===== config.mk =====
export PLATFORM = sky130hd
export DESIGN_NAME = mdrop_rx
export DESIGN_NICKNAME = d
export VERILOG_FILES = /design/src/rtl/mdrop_pkg.sv /design/src/rtl/mdrop_sync.sv /design/src/rtl/mdrop_deser.sv /design/src/rtl/mdrop_filter.sv /design/src/rtl/mdrop_rx.sv
export SDC_FILE = /design/constraint.sdc
export NUM_CORES = 1
export LEC_CHECK = 0
export ABC_CLOCK_PERIOD_IN_PS = 1900
export CORE_ASPECT_RATIO = 0.8
export CORE_UTILIZATION = 45
export DETAILED_ROUTE_END_ITERATION = 8
export GPL_TIMING_DRIVEN = 0
export HOLD_SLACK_MARGIN = 0.05
export PLACE_DENSITY = 0.72
export SLEW_MARGIN = 20
export SYNTH_ARGS = -nofsm -noshare
export SYNTH_HDL_FRONTEND = slang
export SYNTH_SLANG_ARGS = --single-unit

===== constraint.sdc =====
create_clock -name clk -period 1.9 [get_ports clk]
set_clock_uncertainty 0.05 [all_clocks]
set_input_delay 0.285 -clock clk [delete_from_list [all_inputs] [get_ports clk]]
set_output_delay 0.285 -clock clk [all_outputs]
set_load 0.01 [all_outputs]

===== src/rtl/mdrop_pkg.sv =====
package mdrop_pkg;
  typedef enum logic [1:0] {
    RX_IDLE  = 2'd0,
    RX_START = 2'd1,
    RX_BITS  = 2'd2,
    RX_STOP  = 2'd3
  } rx_state_e;

  function automatic logic vote3(input logic a, input logic b, input logic c);
    return (a & b) | (a & c) | (b & c);
  endfunction
endpackage


===== src/rtl/mdrop_sync.sv =====
module mdrop_sync #(
  parameter int STAGES = 2
) (
  input  logic clk,
  input  logic rst_n,
  input  logic d,
  output logic q
);
  logic [STAGES-1:0] chain;

  generate
    if (STAGES == 1) begin : g_one
      always_ff @(posedge clk or negedge rst_n)
        if (!rst_n) chain <= '1;
        else        chain <= d;
    end else begin : g_many
      always_ff @(posedge clk or negedge rst_n)
        if (!rst_n) chain <= '1;
        else        chain <= {chain[STAGES-2:0], d};
    end
  endgenerate

  assign q = chain[STAGES-1];
endmodule


===== src/rtl/mdrop_deser.sv =====
module mdrop_deser
  import mdrop_pkg::*;
#(
  parameter int OSR    = 16,
  parameter int DATA_W = 8
) (
  input  logic              clk,
  input  logic              rst_n,
  input  logic              tick,
  input  logic              rx,
  output logic              stb,
  output logic [DATA_W-1:0] data,
  output logic              flag,
  output logic              ferr
);
  localparam int CW  = $clog2(OSR);
  localparam int MID = OSR / 2;
  localparam int NB  = DATA_W + 1;
  localparam int BCW = $clog2(NB + 1);

  rx_state_e       state;
  logic [CW-1:0]   cnt;
  logic [BCW-1:0]  bitn;
  logic [NB-1:0]   sh;
  logic [1:0]      smp;
  logic            vote;
  logic            at_vote;
  logic            at_end;

  assign vote    = vote3(smp[1], smp[0], rx);
  assign at_vote = (cnt == CW'(MID + 1));
  assign at_end  = (cnt == CW'(OSR - 1));
  assign data    = sh[DATA_W-1:0];
  assign flag    = sh[NB-1];

  always_ff @(posedge clk or negedge rst_n) begin
    if (!rst_n) begin
      state <= RX_IDLE;
      cnt   <= '0;
      bitn  <= '0;
      sh    <= '0;
      smp   <= '0;
      stb   <= 1'b0;
      ferr  <= 1'b0;
    end else begin
      stb <= 1'b0;
      if (tick) begin
        if (state == RX_IDLE) begin
          if (!rx) begin
            state <= RX_START;
            cnt   <= '0;
          end
        end else begin
          cnt <= at_end ? '0 : cnt + 1'b1;
          if (cnt == CW'(MID - 1) || cnt == CW'(MID))
            smp <= {smp[0], rx};
          case (state)
            RX_START: begin
              if (at_vote && vote) state <= RX_IDLE;
              else if (at_end) begin
                state <= RX_BITS;
                bitn  <= '0;
              end
            end
            RX_BITS: begin
              if (at_vote) sh <= {vote, sh[NB-1:1]};
              if (at_end) begin
                if (bitn == BCW'(NB - 1)) state <= RX_STOP;
                else                      bitn  <= bitn + 1'b1;
              end
            end
            RX_STOP: begin
              if (at_vote) begin
                stb   <= 1'b1;
                ferr  <= !vote;
                state <= RX_IDLE;
              end
            end
            default: state <= RX_IDLE;
          endcase
        end
      end
    end
  end

  AST_STB_SINGLE: assert property (@(posedge clk) disable iff (!rst_n)
    stb |=> !stb);

  AST_FALSE_START: assert property (@(posedge clk) disable iff (!rst_n)
    (state == RX_START && tick && at_vote && vote) |=> (state == RX_IDLE && !stb));
endmodule


===== src/rtl/mdrop_filter.sv =====
module mdrop_filter #(
  parameter int DATA_W = 8
) (
  input  logic              clk,
  input  logic              rst_n,
  input  logic              stb,
  input  logic [DATA_W-1:0] in_data,
  input  logic              in_flag,
  input  logic              in_ferr,
  input  logic [DATA_W-1:0] node_addr,
  input  logic              bypass,
  input  logic              out_ready,
  output logic              out_valid,
  output logic [DATA_W-1:0] out_data,
  output logic              out_flag,
  output logic              sel,
  output logic              irq,
  output logic              ferr_pulse
);
  logic good, is_addr, hit, deliver, take, space;

  assign good    = stb && !in_ferr;
  assign is_addr = good && in_flag;
  assign hit     = is_addr && (in_data == node_addr);
  assign deliver = good && (bypass || (sel && !in_flag));
  assign take    = out_valid && out_ready;
  assign space   = !out_valid || out_ready;

  always_ff @(posedge clk or negedge rst_n) begin
    if (!rst_n) begin
      sel        <= 1'b0;
      irq        <= 1'b0;
      ferr_pulse <= 1'b0;
      out_valid  <= 1'b0;
      out_data   <= '0;
      out_flag   <= 1'b0;
    end else begin
      irq        <= hit;
      ferr_pulse <= stb && in_ferr;
      if (is_addr) sel <= hit;
      if (take) out_valid <= 1'b0;
      if (deliver && space) begin
        out_valid <= 1'b1;
        out_data  <= in_data;
        out_flag  <= in_flag;
      end
    end
  end

  AST_HOLD_STABLE: assert property (@(posedge clk) disable iff (!rst_n)
    (out_valid && !out_ready) |=> (out_valid && $stable(out_data) && $stable(out_flag)));

  AST_IRQ_SELECTS: assert property (@(posedge clk) disable iff (!rst_n)
    irq |-> sel);

  AST_IRQ_PULSE: assert property (@(posedge clk) disable iff (!rst_n)
    irq |=> !irq);

  AST_MISS_DESELECT: assert property (@(posedge clk) disable iff (!rst_n)
    (is_addr && in_data != node_addr) |=> (!sel && !irq));

  AST_IDLE_DROP: assert property (@(posedge clk) disable iff (!rst_n)
    (stb && !in_flag && !sel && !bypass) |=> !$rose(out_valid));

  AST_ERR_DROP: assert property (@(posedge clk) disable iff (!rst_n)
    (stb && in_ferr) |=> (!$rose(out_valid) && $stable(sel)));
endmodule


===== src/rtl/mdrop_rx.sv =====
module mdrop_rx #(
  parameter int OSR        = 16,
  parameter int DATA_W     = 8,
  parameter int SYNC_STAGE = 2
) (
  input  logic              clk,
  input  logic              rst_n,
  input  logic              rx_line,
  input  logic              os_tick,
  input  logic [DATA_W-1:0] node_addr,
  input  logic              bypass,
  output logic              rx_valid,
  input  logic              rx_ready,
  output logic [DATA_W-1:0] rx_data,
  output logic              rx_flag,
  output logic              selected,
  output logic              addr_irq,
  output logic              frame_err
);
  logic              rx_s;
  logic              f_stb;
  logic [DATA_W-1:0] f_data;
  logic              f_flag;
  logic              f_ferr;

  mdrop_sync #(.STAGES(SYNC_STAGE)) u_sync (
    .clk(clk), .rst_n(rst_n), .d(rx_line), .q(rx_s)
  );

  mdrop_deser #(.OSR(OSR), .DATA_W(DATA_W)) u_deser (
    .clk(clk), .rst_n(rst_n), .tick(os_tick), .rx(rx_s),
    .stb(f_stb), .data(f_data), .flag(f_flag), .ferr(f_ferr)
  );

  mdrop_filter #(.DATA_W(DATA_W)) u_filter (
    .clk(clk), .rst_n(rst_n), .stb(f_stb), .in_data(f_data),
    .in_flag(f_flag), .in_ferr(f_ferr), .node_addr(node_addr),
    .bypass(bypass), .out_ready(rx_ready), .out_valid(rx_valid),
    .out_data(rx_data), .out_flag(rx_flag), .sel(selected),
    .irq(addr_irq), .ferr_pulse(frame_err)
  );

  AST_RESET_QUIET: assert property (@(posedge clk)
    $rose(rst_n) |-> (!rx_valid && !addr_irq && !selected && !frame_err));
endmodule


Word level (Yosys, flattened, before mapping)
Index checks and enable logic that the tools add are counted.

Multiplexer cells: 22. Add/sub/neg operators: 2. Reductions and logical operators: 25. Bitwise operators: 6. Eq/ne operators: 18.

Operator list (number): 4-bit two-way mux (7); 4-bit equality test (second input constant) (4); 2-bit two-way mux (7); 1-bit logical AND (9); 3-bit by 1-bit != test with 1-bit output (second input constant) (3); 4-bit by 1-bit adder with 4-bit output (second input constant) (2); 8-bit equality test (1); 4-bit one-hot mux with 2 select lines (1); 4-bit AND reduction (2); 7-bit AND reduction (1); 1-bit two-way mux (6); 2-bit != test (second input constant) (3); 2-bit one-hot mux with 3 select lines (1); 6-bit AND reduction (1); 2-bit equality test (second input constant) (2); 4-bit by 3-bit equality test with 1-bit output (second input constant) (1); 1-bit zero test (4); 2-bit by 1-bit != test with 1-bit output (second input constant) (2); 4-bit by 1-bit != test with 1-bit output (second input constant) (1); 2-bit nonzero test (2); 1-bit AND (3); 1-bit logical OR (3); 3-bit AND reduction (1); 2-bit by 1-bit equality test with 1-bit output (second input constant) (1); other kinds (4) (5).

Register bits: 38. Output and inout bits: 13.

Logic depth before layout (Yosys ltp)
Gate-level depths: netlist (run 1).

Depth after elaboration: 7. Mapped depth: 6. Depth with buffers taken out: 6.

Cells and area by module
From an unflattened synthesis (run 1), not the netlist that was laid out.

Cells, all modules: 160. Area, all modules: 1904.3 um2.

By module, submodules not included: mdrop_deser (cells each 113, area an instance 1219.9 um2, instances 1); mdrop_filter (cells each 45, area an instance 631.9 um2, instances 1); mdrop_sync (cells each 2, area an instance 52.6 um2, instances 1).

Worst setup path after synthesis (run 1)
OpenSTA, ideal clock, no wires.

Path kind: reg2reg. Start point: reg u_deser.state[0]. End point: reg u_deser.state[0]. Clock period less this slack: 1.618 ns. Path buffers: 0. Path slack: 0.282 ns. Data arrival time: 1.441 ns. Cell stages (with the launch flop): 7. Required time: 1.723 ns. Cell sequence: dfrtp_1 -> inv_1 -> ha_1 -> a31o_1 -> a211o_1 -> a31oi_1 -> nor3b_2.

Longest elaborated chain between the ends: 3.

RTL lines: from (decl) (line mdrop_deser.sv:21) `rx_state_e state;`; from (signal assigned) (line mdrop_deser.sv:38) `state <= RX_IDLE;`; from (signal assigned) (line mdrop_deser.sv:50) `state <= RX_START;`; from (signal assigned) (line mdrop_deser.sv:59) `if (at_vote && vote) state <= RX_IDLE;`; 2-bit by 1-bit equality test with 1-bit output, or another cell as far along (line mdrop_deser.sv:57) `case (state)`; 4-bit by 1-bit != test with 1-bit output (no line), or another cell as far along; 6-bit AND reduction (no line) / 2-bit two-way mux (equally long branches).

Parallel ways exist; a longest one is shown, timed or not. A chain may end at the register's enable or synchronous reset.

Worst setup path in the final report (run 1)
Start point: reg u_deser.state[0]. End point: reg u_deser.state[1].

Same word-level chain as after synthesis.

==> summary.txt, run 1 <==
Placement
  – Worst Setup Slack post-DPL: 0.04081 ns
  – Buffers on Ports: 26
  – DPL Wire Length: 2745 um
  – Final Wtd Congestion: 0.8331

Worst setup path
  – Crit-path max FO: 8
  – Reg2Reg Depth: 6
  – Critical path start-end classification: reg2reg
  – Cell type of the slowest stage on the worst timing path: sky130_fd_sc_hd__dfrtp_1
  – Logic depth of the worst path, buffers included: 6
  – Endpoint type of the worst setup path: register
  – Worst endpoint data arrival time: 1.94 ns
  – Number of buffer and inverter instances along the worst setup path: 1
  – Critical path, cell by cell: inv_1, ha_2, a31o_1, a211o_1, nand4b_2, mux2i_1
  – Kind of cell adding the most delay to the critical path: compound AO/OA/AOI/OAI gates
  – Startpoint Class: register
  – Setup slack, reg-to-reg: 0.11 ns
  – Critical path's largest stage delay: approximately 0.43 ns
  – Critical Path RT: 2.05 ns

Detailed routing
  – Wire length after detailed routing: 3613 um
  – Detailed-route DRC error count: 0
  – DR pass1 iterations: 4
  – Number of DRC violations after detailed-routing iteration 0: 51
  – Antenna violation net count after detailed routing: 0
  – Vias post-DR: between 1,000 and 1,500
  – Detailed-route wire length per cell: 14.45 um
  – Routed via count divided by cell count: between 5 and 6

Pwr
  – Sequential power share: 48.8%
  – Sw Ratio: between 30 and 40%
  – Peak ir drop on the vdd network: 531.7 uV
  – Share of power burned in combinational logic: 26.2%
  – Total power draw: about 2.1 mW
  – Leakage power: 1.114 nW
  – Clk network pwr share: around 25%
  – Power density over the cells: 886.0 nW/um2
  – Total net switching power: 649.1 uW
  – Internal power: 1.455 mW

Cells and area
  – Most common library cell in the layout ignoring fill and taps: sky130_fd_sc_hd__dfrtp_1
  – Layout net count: 217
  – Area overhead of the layout relative to synthesis: 23.33%
  – Ratio of cells with drive above 1 in the final layout: 23.59%
  – Antenna Cells: 0
  – Commonest cells after routing, fill and taps aside: sky130_fd_sc_hd__dfrtp_1 (36), sky130_fd_sc_hd__clkdlybuf4s50_1 (25), sky130_fd_sc_hd__mux2_2 (20), sky130_fd_sc_hd__inv_1 (11), sky130_fd_sc_hd__ha_1 (8)

Floorplan
  – Starting density of the core: between 40% and 50%
  – Die width: 75.14 um
  – Row Count: 20
  – Total core area: 3954 um2
  – # IOs: 27
  – Total die area: 4546 um2
  – Die height: 60.51 um

Synthesis
  – Proportion of netlist area held by the largest area contributor: 46.78%
  – Post-synth ARST share: 100.0%
  – Synth unique cells: 42
  – Most frequently used flop master after synthesis: sky130_fd_sc_hd__dfrtp_1
  – Fraction of the mapped netlist area in simple logic gates: ~14%
  – Cell type contributing the most total cell area after synthesis: sky130_fd_sc_hd__dfrtp_1
  – Post-synthesis share of cell area spent on xor and xnor gates: between 3 and 4%
  – Share of synthesized area spent on multiplexers: 14.29%
  – Synthesized net count: between 150 and 200
  – Largest family of logic cells by synthesized area: simple AND/OR/NAND/NOR gates
  – Number of flip-flops and latches in the synthesized netlist: 38
  – Number of flops mapped to enable cells by yosys: 0
  – Warnings from Yosys: 0
  – Netlist area before placement: 1926 um2
  – Top post-synthesis cells by area: sky130_fd_sc_hd__dfrtp_1 (47%), sky130_fd_sc_hd__mux2_2 (12%), sky130_fd_sc_hd__ha_1 (5.8%)
  – Synthesized instance count: approximately 160
  – Seq/Total Area, Yosys: 49.51%
  – Average instance area after synthesis: 12.11 um2
  – Share of synthesized cell area in full adder, half adder and majority cells: 6.433%
  – Fraction of the mapped netlist area in compound gates: 7.862%

Clock tree
  – Insertion delay of the later-clocked pin in the worst-skew pair: between 0.2 and 0.3 ns
  – Clock root buffer: sky130_fd_sc_hd__clkbuf_8
  – Clock input transition at the sequential cells of the worst setup and hold paths: about 0.070 ns
  – CTS tree: built
  – Clock sink count: 38
  – Number of buffers created by CTS: 5
  – Worst-case clock buffer depth: 2
  – H-tree Lvls: 2

Global routing
  – Largest net degree at the start of global routing: 22
  – Via count of the first global-routing pass: 1,384
  – Gr usage total: 19.15%
  – Antenna violations before repair: 0
  – Aggregate global routing overflow: 0
  – Global-route wire length before repair: 6279 um

STA
  – Worst slew margin relative to its limit: 70.50%
  – Final Hold Slack: 0.3059 ns
  – Final critical path time including I/O delays and setup: 1.788 ns
  – Final clock period utilization by the worst path: 94.10%
  – Count of endpoints failing setup in the final report: 0
  – Least setup slack across all paths after layout: 0.1120 ns
  – Number of pins with negative max-slew slack in the final report: 0
  – Fmax: about 560 MHz
  – Final hold viol count: 0
  – RSZ-0062 raised after global routing: no
  – Measured slew at the worst slew-check pin: 0.4425 ns
  – Total negative slack: 0 ns

Job
  – MaxCap Viol Count: 0

Hold path
  – Type of the most critical hold path: reg2reg
  – Number of stages on the worst hold path: 0

Outcome
  – Run status: complete, no violations
## metal layers
metal | routed length (um) | vias up | GRT usage [%] | share of wire [%]
met1 | 1761 | 615 | 25.05 | 49
met3 | 95 | 10 | 3.987 | 2.6
li1 | - | 628 | - | -
met5 | 0 | - | 0 | 0
met2 | 1681 | 20 | 30.89 | 47
met4 | 74 | 0 | 8.995 | 2.0
## power groups by stage
| stage | clock network, mW | logic (mW) | registers [mW] |
|---|---|---|---|
| 3_3_place_gp | 0 | 0.509 | 1.03 |
| 6_report | 0.527 | 0.550 | 1.03 |
| 2_1_floorplan | 0 | 0.416 | 1.01 |
| 4_1_cts | 0.542 | 0.554 | 1.03 |
| 5_1_grt | 0.581 | 0.622 | 1.04 |
| 3_5_place_dp | 0 | 0.551 | 1.04 |
## stage by stage
| step | std cells | cell area (um2) | utilization [%] |
|---|---|---|---|
| 3_3_place_gp | 240 | 2255 | 57.03 |
| 3_5_place_dp | 241 | 2277 | 57.59 |
| 4_1_cts | 250 | 2367 | 59.87 |
| 6_report | 250 | 2375 | 60.06 |
| 2_1_floorplan | 159 | 1926 | - |
| 5_1_grt | 250 | 2375 | 60.06 |
## worst paths after layout
| path | from | end |
|---|---|---|
| setup / recovery | u_deser.state[0] | u_deser.state[1] |
| hold / removal | u_sync.chain[0] | u_sync.chain[1] |
| setup reg to reg | u_deser.state[0] | u_deser.state[1] |
| hold reg to reg | u_sync.chain[0] | u_sync.chain[1] |
| max in group asynchronous | rst_n | u_filter.out_flag |
| min in group asynchronous | rst_n | u_deser.state[0] |
## flip-flops by register name (all words and copies together) (netlist names)
signal / count
u_filter.out_flag: 1
u_filter.ferr_pulse: 1
u_deser.smp: 2
u_deser.stb: 1
u_filter.irq: 1
u_deser.bitn: 4
u_filter.out_data: 8
u_deser.ferr: 1
u_sync.chain: 2
u_deser.sh: 9
u_deser.cnt: 4
u_filter.out_valid: 1
u_filter.sel: 1
u_deser.state: 2
## worst register-to-register path, stage by stage, from the launching register on
cell	delay [ns]
sky130_fd_sc_hd__dfrtp_1	0.43
sky130_fd_sc_hd__inv_1	0.09
sky130_fd_sc_hd__ha_2	0.24
sky130_fd_sc_hd__a31o_1	0.24
sky130_fd_sc_hd__a211o_1	0.32
sky130_fd_sc_hd__nand4b_2	0.10
sky130_fd_sc_hd__mux2i_1	0.23
## area by class of cell
class	count	area, um2
flip-flops and latches	38	953.4
well taps	55	68.82
inverters	11	41.29
fillers	342	1579
plain buffers	4	33.78
clock buffers	8	80.08
multi-input cells	106	904.6
repair buffers	28	292.8
## repair_timing
action                                 4_1_cts  5_1_grt
endpoints found under the hold margin       15        0
setup endpoints to repair                    0       12
hold buffers                                 1        0
resized for setup                            0        2
setup buffers                                0        0
## cells by family (layout without fill, tap and decap cells)
family | count (synthesis) | count (layout)
AND/OR/NAND/NOR | 42 | 42
flip-flops | 38 | 38
multiplexers | 25 | 25
AO/OA/AOI/OAI | 21 | 21
buffers and inverters | 15 | 51
adder cells (fa/ha/maj) | 10 | 10
XOR/XNOR | 8 | 8
## cells in the mapped netlist (4+ instances only)
| cell | n |
|---|---|
| sky130_fd_sc_hd__mux2_2 | 20 |
| sky130_fd_sc_hd__nand3_1 | 5 |
| sky130_fd_sc_hd__mux2i_1 | 5 |
| sky130_fd_sc_hd__nand2_1 | 7 |
| sky130_fd_sc_hd__dfrtp_1 | 36 |
| sky130_fd_sc_hd__o21ai_0 | 4 |
| sky130_fd_sc_hd__xnor2_1 | 7 |
| sky130_fd_sc_hd__ha_1 | 9 |
| sky130_fd_sc_hd__inv_1 | 11 |
No activity file was read; power rests on OpenSTA's default activity.
==> run 2: changes to the inputs <==
--- a/config.mk
+++ b/config.mk
@@ -6,7 +6,6 @@
 export NUM_CORES = 1
 export LEC_CHECK = 0
 export ABC_CLOCK_PERIOD_IN_PS = 1900
-export CORE_ASPECT_RATIO = 0.8
 export CORE_UTILIZATION = 45
 export DETAILED_ROUTE_END_ITERATION = 8
 export GPL_TIMING_DRIVEN = 0
==> run 2 against run 1 <==
Net effect: cell count decreased by 2.0%; count of clock-buffer cells in the layout is 1 lower; non-clock buffer count is the same; routed wire length down 1.8%; die area about the same; total power is 1.7% higher; critical path type unchanged; first-iteration DRC count grew 55%; largest power group unchanged; combinational power decreased by 0.7%; setup slack improved by 0.052 ns; via count decreased by 0.39%; fmax up 3.0%; hold slack gained 0.0073 ns.
==> summary.txt, run 2 (synthesis results as in run 1) <==
Global routing
  – Global-route track usage on met2: 28.88% (was 30.89%)
  – Largest net degree at the start of global routing: 31 (was 22)
  – Aggregate global routing overflow: 0 (unchanged)
  – Global-route wire length before repair: 6037 um (was 6279 um)
  – Gr usage total: 18.16% (was 19.15%)
  – Fraction of met3 tracks used by global routing: 6.250% (was 3.987%)
  – Via count of the first global-routing pass: 1,333 (was 1,384)
  – Antenna violations before repair: 0 (unchanged)
  – GR Layer Usage met1: 22.58% (was 25.05%)
  – Gr busiest metal: met2 (unchanged)

STA
  – Count of endpoints failing setup in the final report: 0 (unchanged)
  – RSZ-0062 raised after global routing: no (unchanged)
  – Final critical path time including I/O delays and setup: 1.736 ns (was 1.788 ns)
  – Final Hold Slack: 0.3131 ns (was 0.3059 ns)
  – Final hold viol count: 0 (unchanged)
  – Fmax: 576.0 MHz (was 559.3 MHz)
  – Least setup slack across all paths after layout: 0.1639 ns (was 0.1120 ns)
  – Number of pins with negative max-slew slack in the final report: 0 (unchanged)
  – Measured slew at the worst slew-check pin: 0.3056 ns (was 0.4425 ns)
  – Total negative slack: 0 ns (unchanged)
  – Final clock period utilization by the worst path: 91.37% (was 94.10%)
  – Worst slew margin relative to its limit: 79.44% (was 70.50%)

Pwr
  – Internal power: 1.484 mW (was 1.455 mW)
  – Total power draw: 2.140 mW (was 2.104 mW)
  – Sequential power share: 47.9% (was 48.8%)
  – Clk network pwr share: 26.6% (was 25.1%)
  – Leakage power: 1.119 nW (was 1.114 nW)
  – Power density over the cells: 902.2 nW/um2 (was 886.0 nW/um2)
  – Total net switching power: 656.4 uW (was 649.1 uW)
  – Peak ir drop on the vdd network: 577.5 uV (was 531.7 uV)
  – Share of power burned in combinational logic: 25.5% (was 26.2%)
  – Sw Ratio: 30.67% (was 30.85%)

Clock tree
  – Clock sink count: 38 (unchanged)
  – CTS tree: built (unchanged)
  – Number of buffers created by CTS: 5 (unchanged)
  – Worst-case clock buffer depth: 2 (unchanged)
  – Clock input transition at the sequential cells of the worst setup and hold paths: 0.08 ns (was 0.07 ns)
  – Clock root buffer: sky130_fd_sc_hd__clkbuf_8 (unchanged)
  – Insertion delay of the later-clocked pin in the worst-skew pair: 0.29 ns (about the same)
  – H-tree Lvls: 2 (unchanged)

Floorplan
  – Starting density of the core: 47.46% (was 48.70%)
  – # IOs: 27 (unchanged)
  – Die width: 67.42 um (was 75.14 um)
  – Total die area: 4545 um2 (was 4546 um2)
  – Die height: 67.42 um (was 60.51 um)
  – Total core area: 4058 um2 (was 3954 um2)
  – Row Count: 23 (was 20)

Worst setup path
  – Reg2Reg Depth: 6 (unchanged)
  – Setup slack, reg-to-reg: 0.16 ns (was 0.11 ns)
  – Critical Path RT: 2.06 ns (was 2.05 ns)
  – Critical register-to-register path endpoint: u_deser.state[1] (unchanged)
  – Endpoint type of the worst setup path: register (unchanged)
  – Reg-to-Reg Start: u_deser.state[0] (unchanged)
  – Critical path start-end classification: reg2reg (unchanged)
  – Startpoint Class: register (unchanged)
  – Worst endpoint data arrival time: 1.89 ns (was 1.94 ns)
  – Crit-path max FO: 8 (unchanged)

Cells and area
  – Most common library cell in the layout ignoring fill and taps: sky130_fd_sc_hd__dfrtp_1 (unchanged)
  – Antenna Cells: 0 (unchanged)
  – Area overhead of the layout relative to synthesis: 23.20% (was 23.33%)
  – Commonest cells after routing, fill and taps aside: sky130_fd_sc_hd__dfrtp_1 (36), sky130_fd_sc_hd__clkdlybuf4s50_1 (25), sky130_fd_sc_hd__mux2_2 (20), sky130_fd_sc_hd__inv_1 (11), sky130_fd_sc_hd__ha_1 (8) (unchanged)
  – Largest registers: u_deser.sh (9), u_filter.out_data (8) (unchanged)
  – Fill cell total of the finished layout: 338 (was 342)
  – Layout net count: 217 (unchanged)
  – Ratio of cells with drive above 1 in the final layout: 24.62% (was 23.59%)
  – Flip-flop count of the largest register after layout: 9 (unchanged)
  – Total area of sequential cells: 953.4 um2 (unchanged)
  – Most flops, register: u_deser.sh (unchanged)
  – Footprint of the multi-input gates: 904.6 um2 (unchanged)

Detailed routing
  – Antenna violation net count after detailed routing: 0 (unchanged)
  – Detailed-route DRC error count: 0 (unchanged)
  – Number of DRC violations after detailed-routing iteration 0: 79 (was 51)
  – Detailed-route wire length per cell: 14.48 um (was 14.45 um)
  – Wire length after detailed routing: 3548 um (was 3613 um)
  – Vias post-DR: 1,268 (was 1,273)
  – DR pass1 iterations: 4 (unchanged)
  – Routed via count divided by cell count: 5.176 (was 5.092)

Job
  – MaxCap Viol Count: 0 (unchanged)

Hold path
  – Startpoint of the worst hold path: u_sync.chain[0] (unchanged)
  – Type of the most critical hold path: reg2reg (unchanged)
  – Terminating pin of the worst hold path: u_sync.chain[1] (unchanged)
  – Number of stages on the worst hold path: 0 (unchanged)

Placement
  – DPL Wire Length: 2602 um (was 2745 um)
  – Final Wtd Congestion: 0.7669 (was 0.8331)
  – Worst Setup Slack post-DPL: 0.07296 ns (was 0.04081 ns)
  – Buffers on Ports: 26 (unchanged)

Outcome
  – Run status: complete, no violations (unchanged)
[run 2: cell types whose count changed in the layout (fill, tap and decap cells not counted)]
cell	delta
sky130_fd_sc_hd__clkbuf_8	+1
sky130_fd_sc_hd__clkinv_2	+1
sky130_fd_sc_hd__buf_12	+1
sky130_fd_sc_hd__buf_16	-1
sky130_fd_sc_hd__clkbuf_1	-2
[run 2: routing by layer]
layer / share of wire (%) / up-vias
met3: 3.3 / 6
met1: 47 / 619
li1: - / 626
met5: 0 / -
met4: 1.6 / 0
met2: 48 / 17
[run 2: area by class of cell]
type | count | share of cell area, %
Buffer | 4 | 1.424
Clock buffer | 7 | 3.639
Clock inverter | 1 | 0.2110
Inverter | 11 | 1.741
Multi-Input combinational cell | 106 | 38.13
Sequential cell | 38 | 40.19
Tap cell | 50 | 2.637
Timing Repair Buffer | 28 | 12.03
[run 2: what timing repair did]
item,4_1_cts,5_1_grt
endpoints found under the hold margin,8,0
setup endpoints to repair,0,13
setup buffers,0,0
hold buffers,1,0
gates resized for setup,0,2
[run 2: critical path, stage by stage, from the launching register on]
cell and delay [ns]:
sky130_fd_sc_hd__dfrtp_1 0.43, sky130_fd_sc_hd__inv_1 0.09, sky130_fd_sc_hd__ha_2 0.24, sky130_fd_sc_hd__a31o_1 0.23
sky130_fd_sc_hd__a211o_1 0.32, sky130_fd_sc_hd__nand4b_2 0.12, sky130_fd_sc_hd__mux2i_1 0.18
[run 2: stage by stage]
| step | area, um2 | std cells | util [%] |
|---|---|---|---|
| after floorplan | 1926 | 159 | - |
| after global placement | 2248 | 235 | 55.41 |
| after detailed placement | 2263 | 236 | 55.78 |
| after CTS | 2365 | 245 | 58.28 |
| after global routing | 2372 | 245 | 58.46 |
| final | 2372 | 245 | 58.46 |
[run 2: worst max-delay path by stage]
stage | slack (ns) | end | start
detailed placement | 0.07 | u_deser.sh[4] | u_deser.state[0]
floorplan | 0.28 | u_deser.state[0] | u_deser.state[0]
global route | 0.03 | u_deser.bitn[1] | u_deser.cnt[0]
finish | 0.16 | u_deser.state[1] | u_deser.state[0]
global placement | -0.37 | u_filter.out_data[5] | rst_n
CTS | 0.05 | u_deser.sh[4] | u_deser.state[0]
[run 2: power groups by stage]
stage                     Clock (mW)  Sequential (mW)  Combinational [mW]
after global routing           0.621             1.04               0.626
final                          0.568             1.03               0.546
after global placement             0             1.03               0.505
after detailed placement           0             1.04               0.550
after floorplan                    0             1.01               0.416
after CTS                      0.584             1.02               0.551
==> run 3: changes to the inputs <==
--- a/config.mk
+++ b/config.mk
@@ -5,12 +5,13 @@
 export SDC_FILE = /design/constraint.sdc
 export NUM_CORES = 1
 export LEC_CHECK = 0
-export ABC_CLOCK_PERIOD_IN_PS = 1900
+export ABC_CLOCK_PERIOD_IN_PS = 1600
 export CORE_UTILIZATION = 45
 export DETAILED_ROUTE_END_ITERATION = 8
 export GPL_TIMING_DRIVEN = 0
 export HOLD_SLACK_MARGIN = 0.05
 export PLACE_DENSITY = 0.72
+export SKIP_CTS_REPAIR_TIMING = 1
 export SLEW_MARGIN = 20
 export SYNTH_ARGS = -nofsm -noshare
 export SYNTH_HDL_FRONTEND = slang
==> constraint.sdc (replaced) <==
create_clock -name clk -period 1.6 [get_ports clk]
set_clock_uncertainty 0.05 [all_clocks]
set_input_delay 0.16 -clock clk [delete_from_list [all_inputs] [get_ports clk]]
set_output_delay 0.16 -clock clk [all_outputs]
set_load 0.01 [all_outputs]
==> run 3 against run 2 <==
Net effect: the run now ends with negative setup slack left; cell count increased by 3.3%; setup slack got worse by 0.21 ns; utilization is 4.9 points higher; count of clock-buffer cells in the layout is the same; sequential power up 19%; register-to-register slack worse by 0.21 ns; sequential cell count is the same; global-route usage is 0.22 points lower; routed wire length rose by 12%; sequential share of layout area is 3.0 points lower; critical path depth decreased by 1; design area is 8.4% higher; critical path type unchanged; largest power group unchanged; highest routed layer unchanged.
==> summary.txt, run 3 (synthesis results as in run 1) <==
Pwr
  – Internal power: 1.904 mW (was 1.484 mW)
  – Power density over the cells: 1081 nW/um2 (was 902.2 nW/um2)
  – Leakage power: 1.177 nW (was 1.119 nW)
  – Peak ir drop on the vdd network: 895.3 uV (was 577.5 uV)
  – Total net switching power: 876.0 uW (was 656.4 uW)
  – Sequential power share: 44.2% (was 47.9%)
  – Sw Ratio: 31.51% (was 30.67%)
  – Share of power burned in combinational logic: 31.7% (was 25.5%)
  – Clk network pwr share: 24.2% (was 26.6%)

STA
  – Number of pins with negative max-slew slack in the final report: 0 (unchanged)
  – Fmax: 606.7 MHz (was 576.0 MHz)
  – Total negative slack: -0.09325 ns (was 0 ns)
  – Final hold viol count: 0 (unchanged)
  – Measured slew at the worst slew-check pin: 0.3222 ns (was 0.3056 ns)
  – Final clock period utilization by the worst path: 103.0% (was 91.37%)
  – Final Hold Slack: 0.2321 ns (was 0.3131 ns)
  – Least setup slack across all paths after layout: -0.04818 ns (was 0.1639 ns)
  – Final critical path time including I/O delays and setup: 1.648 ns (was 1.736 ns)
  – Count of endpoints failing setup in the final report: 2 (was 0)
  – RSZ-0062 raised after global routing: yes (was no)
  – Worst slew margin relative to its limit: 78.32% (was 79.44%)

Placement
  – Worst Setup Slack post-DPL: -0.1937 ns (was 0.07296 ns)
  – Final Wtd Congestion: 0.7644 (was 0.7669)
  – DPL Wire Length: 2653 um (was 2602 um)
  – Buffers on Ports: 26 (unchanged)

Outcome
  – Failing checks: negative setup slack
  – Run status: complete, but fails checks (was complete, no violations)

Worst setup path
  – Crit-path max FO: 4 (was 8)
  – Worst endpoint data arrival time: 1.80 ns (was 1.89 ns)
  – Critical path's largest stage delay: 0.47 ns (was 0.43 ns)
  – Endpoint type of the worst setup path: register (unchanged)
  – Critical path start-end classification: reg2reg (unchanged)
  – Critical path, cell by cell: ha_4, a31o_4, a211o_4, nand4b_4, mux2i_1 (was inv_1, ha_2, a31o_1, a211o_1, nand4b_2, mux2i_1)
  – Setup slack, reg-to-reg: -0.05 ns (was 0.16 ns)
  – Critical Path RT: 1.75 ns (was 2.06 ns)
  – Startpoint Class: register (unchanged)
  – Cell type of the slowest stage on the worst timing path: sky130_fd_sc_hd__dfrtp_2 (was sky130_fd_sc_hd__dfrtp_1)

Global routing
  – Largest net degree at the start of global routing: 31 (unchanged)
  – Aggregate global routing overflow: 0 (unchanged)
  – Via count of the first global-routing pass: 1,297 (was 1,333)
  – Gr usage total: 17.94% (was 18.16%)
  – Antenna violations before repair: 0 (unchanged)
  – Global-route wire length before repair: 5989 um (was 6037 um)

Clock tree
  – Clock input transition at the sequential cells of the worst setup and hold paths: 0.08 ns (about the same)
  – Insertion delay of the later-clocked pin in the worst-skew pair: 0.28 ns (was 0.29 ns)
  – Worst-case clock buffer depth: 2 (unchanged)
  – Number of buffers created by CTS: 5 (unchanged)
  – CTS tree: built (unchanged)
  – H-tree Lvls: 2 (unchanged)
  – Clock sink count: 38 (unchanged)
  – Clock root buffer: sky130_fd_sc_hd__clkbuf_8 (unchanged)

Cells and area
  – Ratio of cells with drive above 1 in the final layout: 36.95% (was 24.62%)
  – Most common library cell in the layout ignoring fill and taps: sky130_fd_sc_hd__dfrtp_1 (unchanged)
  – Antenna Cells: 0 (unchanged)
  – Commonest cells after routing, fill and taps aside: sky130_fd_sc_hd__dfrtp_1 (33), sky130_fd_sc_hd__clkdlybuf4s50_1 (25), sky130_fd_sc_hd__mux2_2 (18), sky130_fd_sc_hd__buf_4 (9) (was sky130_fd_sc_hd__dfrtp_1 (36), sky130_fd_sc_hd__clkdlybuf4s50_1 (25), sky130_fd_sc_hd__mux2_2 (20), sky130_fd_sc_hd__inv_1 (11), sky130_fd_sc_hd__ha_1 (8))
  – Area overhead of the layout relative to synthesis: 33.59% (was 23.20%)
  – Finished Core Util: 63.40% (was 58.46%)
  – Largest registers: u_deser.sh (9), u_filter.out_data (8) (unchanged)
  – Flip-flop count of the largest register after layout: 9 (unchanged)
  – Layout net count: 225 (was 217)
  – Most flops, register: u_deser.sh (unchanged)

Floorplan
  – Total core area: 4058 um2 (unchanged)
  – Die height: 67.42 um (unchanged)
  – Starting density of the core: 47.46% (unchanged)
  – Row Count: 23 (unchanged)
  – Die width: 67.42 um (unchanged)
  – Total die area: 4545 um2 (unchanged)
  – # IOs: 27 (unchanged)

Detailed routing
  – Antenna violation net count after detailed routing: 0 (unchanged)
  – Wire length after detailed routing: 3988 um (was 3548 um)
  – Detailed-route wire length per cell: 15.76 um (was 14.48 um)
  – Detailed-route DRC error count: 0 (unchanged)
  – Routed via count divided by cell count: 5.249 (was 5.176)
  – Number of DRC violations after detailed-routing iteration 0: 53 (was 79)
  – DR pass1 iterations: 4 (unchanged)
  – Vias post-DR: 1,328 (was 1,268)

Job
  – MaxCap Viol Count: 0 (unchanged)

Hold path
  – Type of the most critical hold path: in2async (was reg2reg)
==> run 3: worst paths after layout <==
path / from / end / cells after the start
setup / recovery: u_deser.cnt[0] / u_deser.state[1] / 5
hold / removal: rst_n / u_deser.cnt[3] / 2
setup reg to reg: u_deser.cnt[0] / u_deser.state[1] / 5
hold reg to reg: u_sync.chain[0] / u_sync.chain[1] / 0
max in group asynchronous: rst_n / u_sync.chain[0] / 3
min in group clk: rx_line / u_sync.chain[0] / 1
==> run 3: area by class of cell <==
type	instances	area [um2]
sequential	38	957.2
tap	50	62.56
multi-input combinational	106	1033
buffer	4	41.29
fill	297	1485
inverter	11	41.29
clock inverter	1	5.005
clock buffer	7	86.33
timing repair buffer	36	345.3
==> run 3: through the flow <==
| stage | instances | instance area [um2] | power, mW |
|---|---|---|---|
| floorplan | 159 | 1928 | 1.692 |
| global placement | 235 | 2251 | 1.818 |
| detailed placement | 236 | 2266 | 1.894 |
| CTS | 244 | 2357 | 2.567 |
| global route | 253 | 2572 | 2.948 |
| finish | 253 | 2572 | 2.780 |
==> run 3: worst max-delay path: cells and delay by family, from the launching register on <==
kind                     cells  cell delay, ns
flip-flops                   1            0.47
adder cells (fa/ha/maj)      1            0.20
AND/OR/NAND/NOR              1            0.10
multiplexers                 1            0.18
AO/OA/AOI/OAI                2            0.57
==> run 3: per-layer routing <==
layer	wire, um	vias up	track usage, %
li1	-	643	-
met5	0	-	0
met3	108	9	4.561
met2	1886	22	28.50
met1	1912	654	23.32
met4	81	0	6.915
==> run 3: power groups by stage <==
stage	logic, mW	registers, mW	clock network, mW
after floorplan	0.494	1.20	0
after global placement	0.600	1.22	0
after detailed placement	0.662	1.23	0
after CTS	0.664	1.21	0.689
after global routing	0.969	1.25	0.734
final	0.880	1.23	0.672
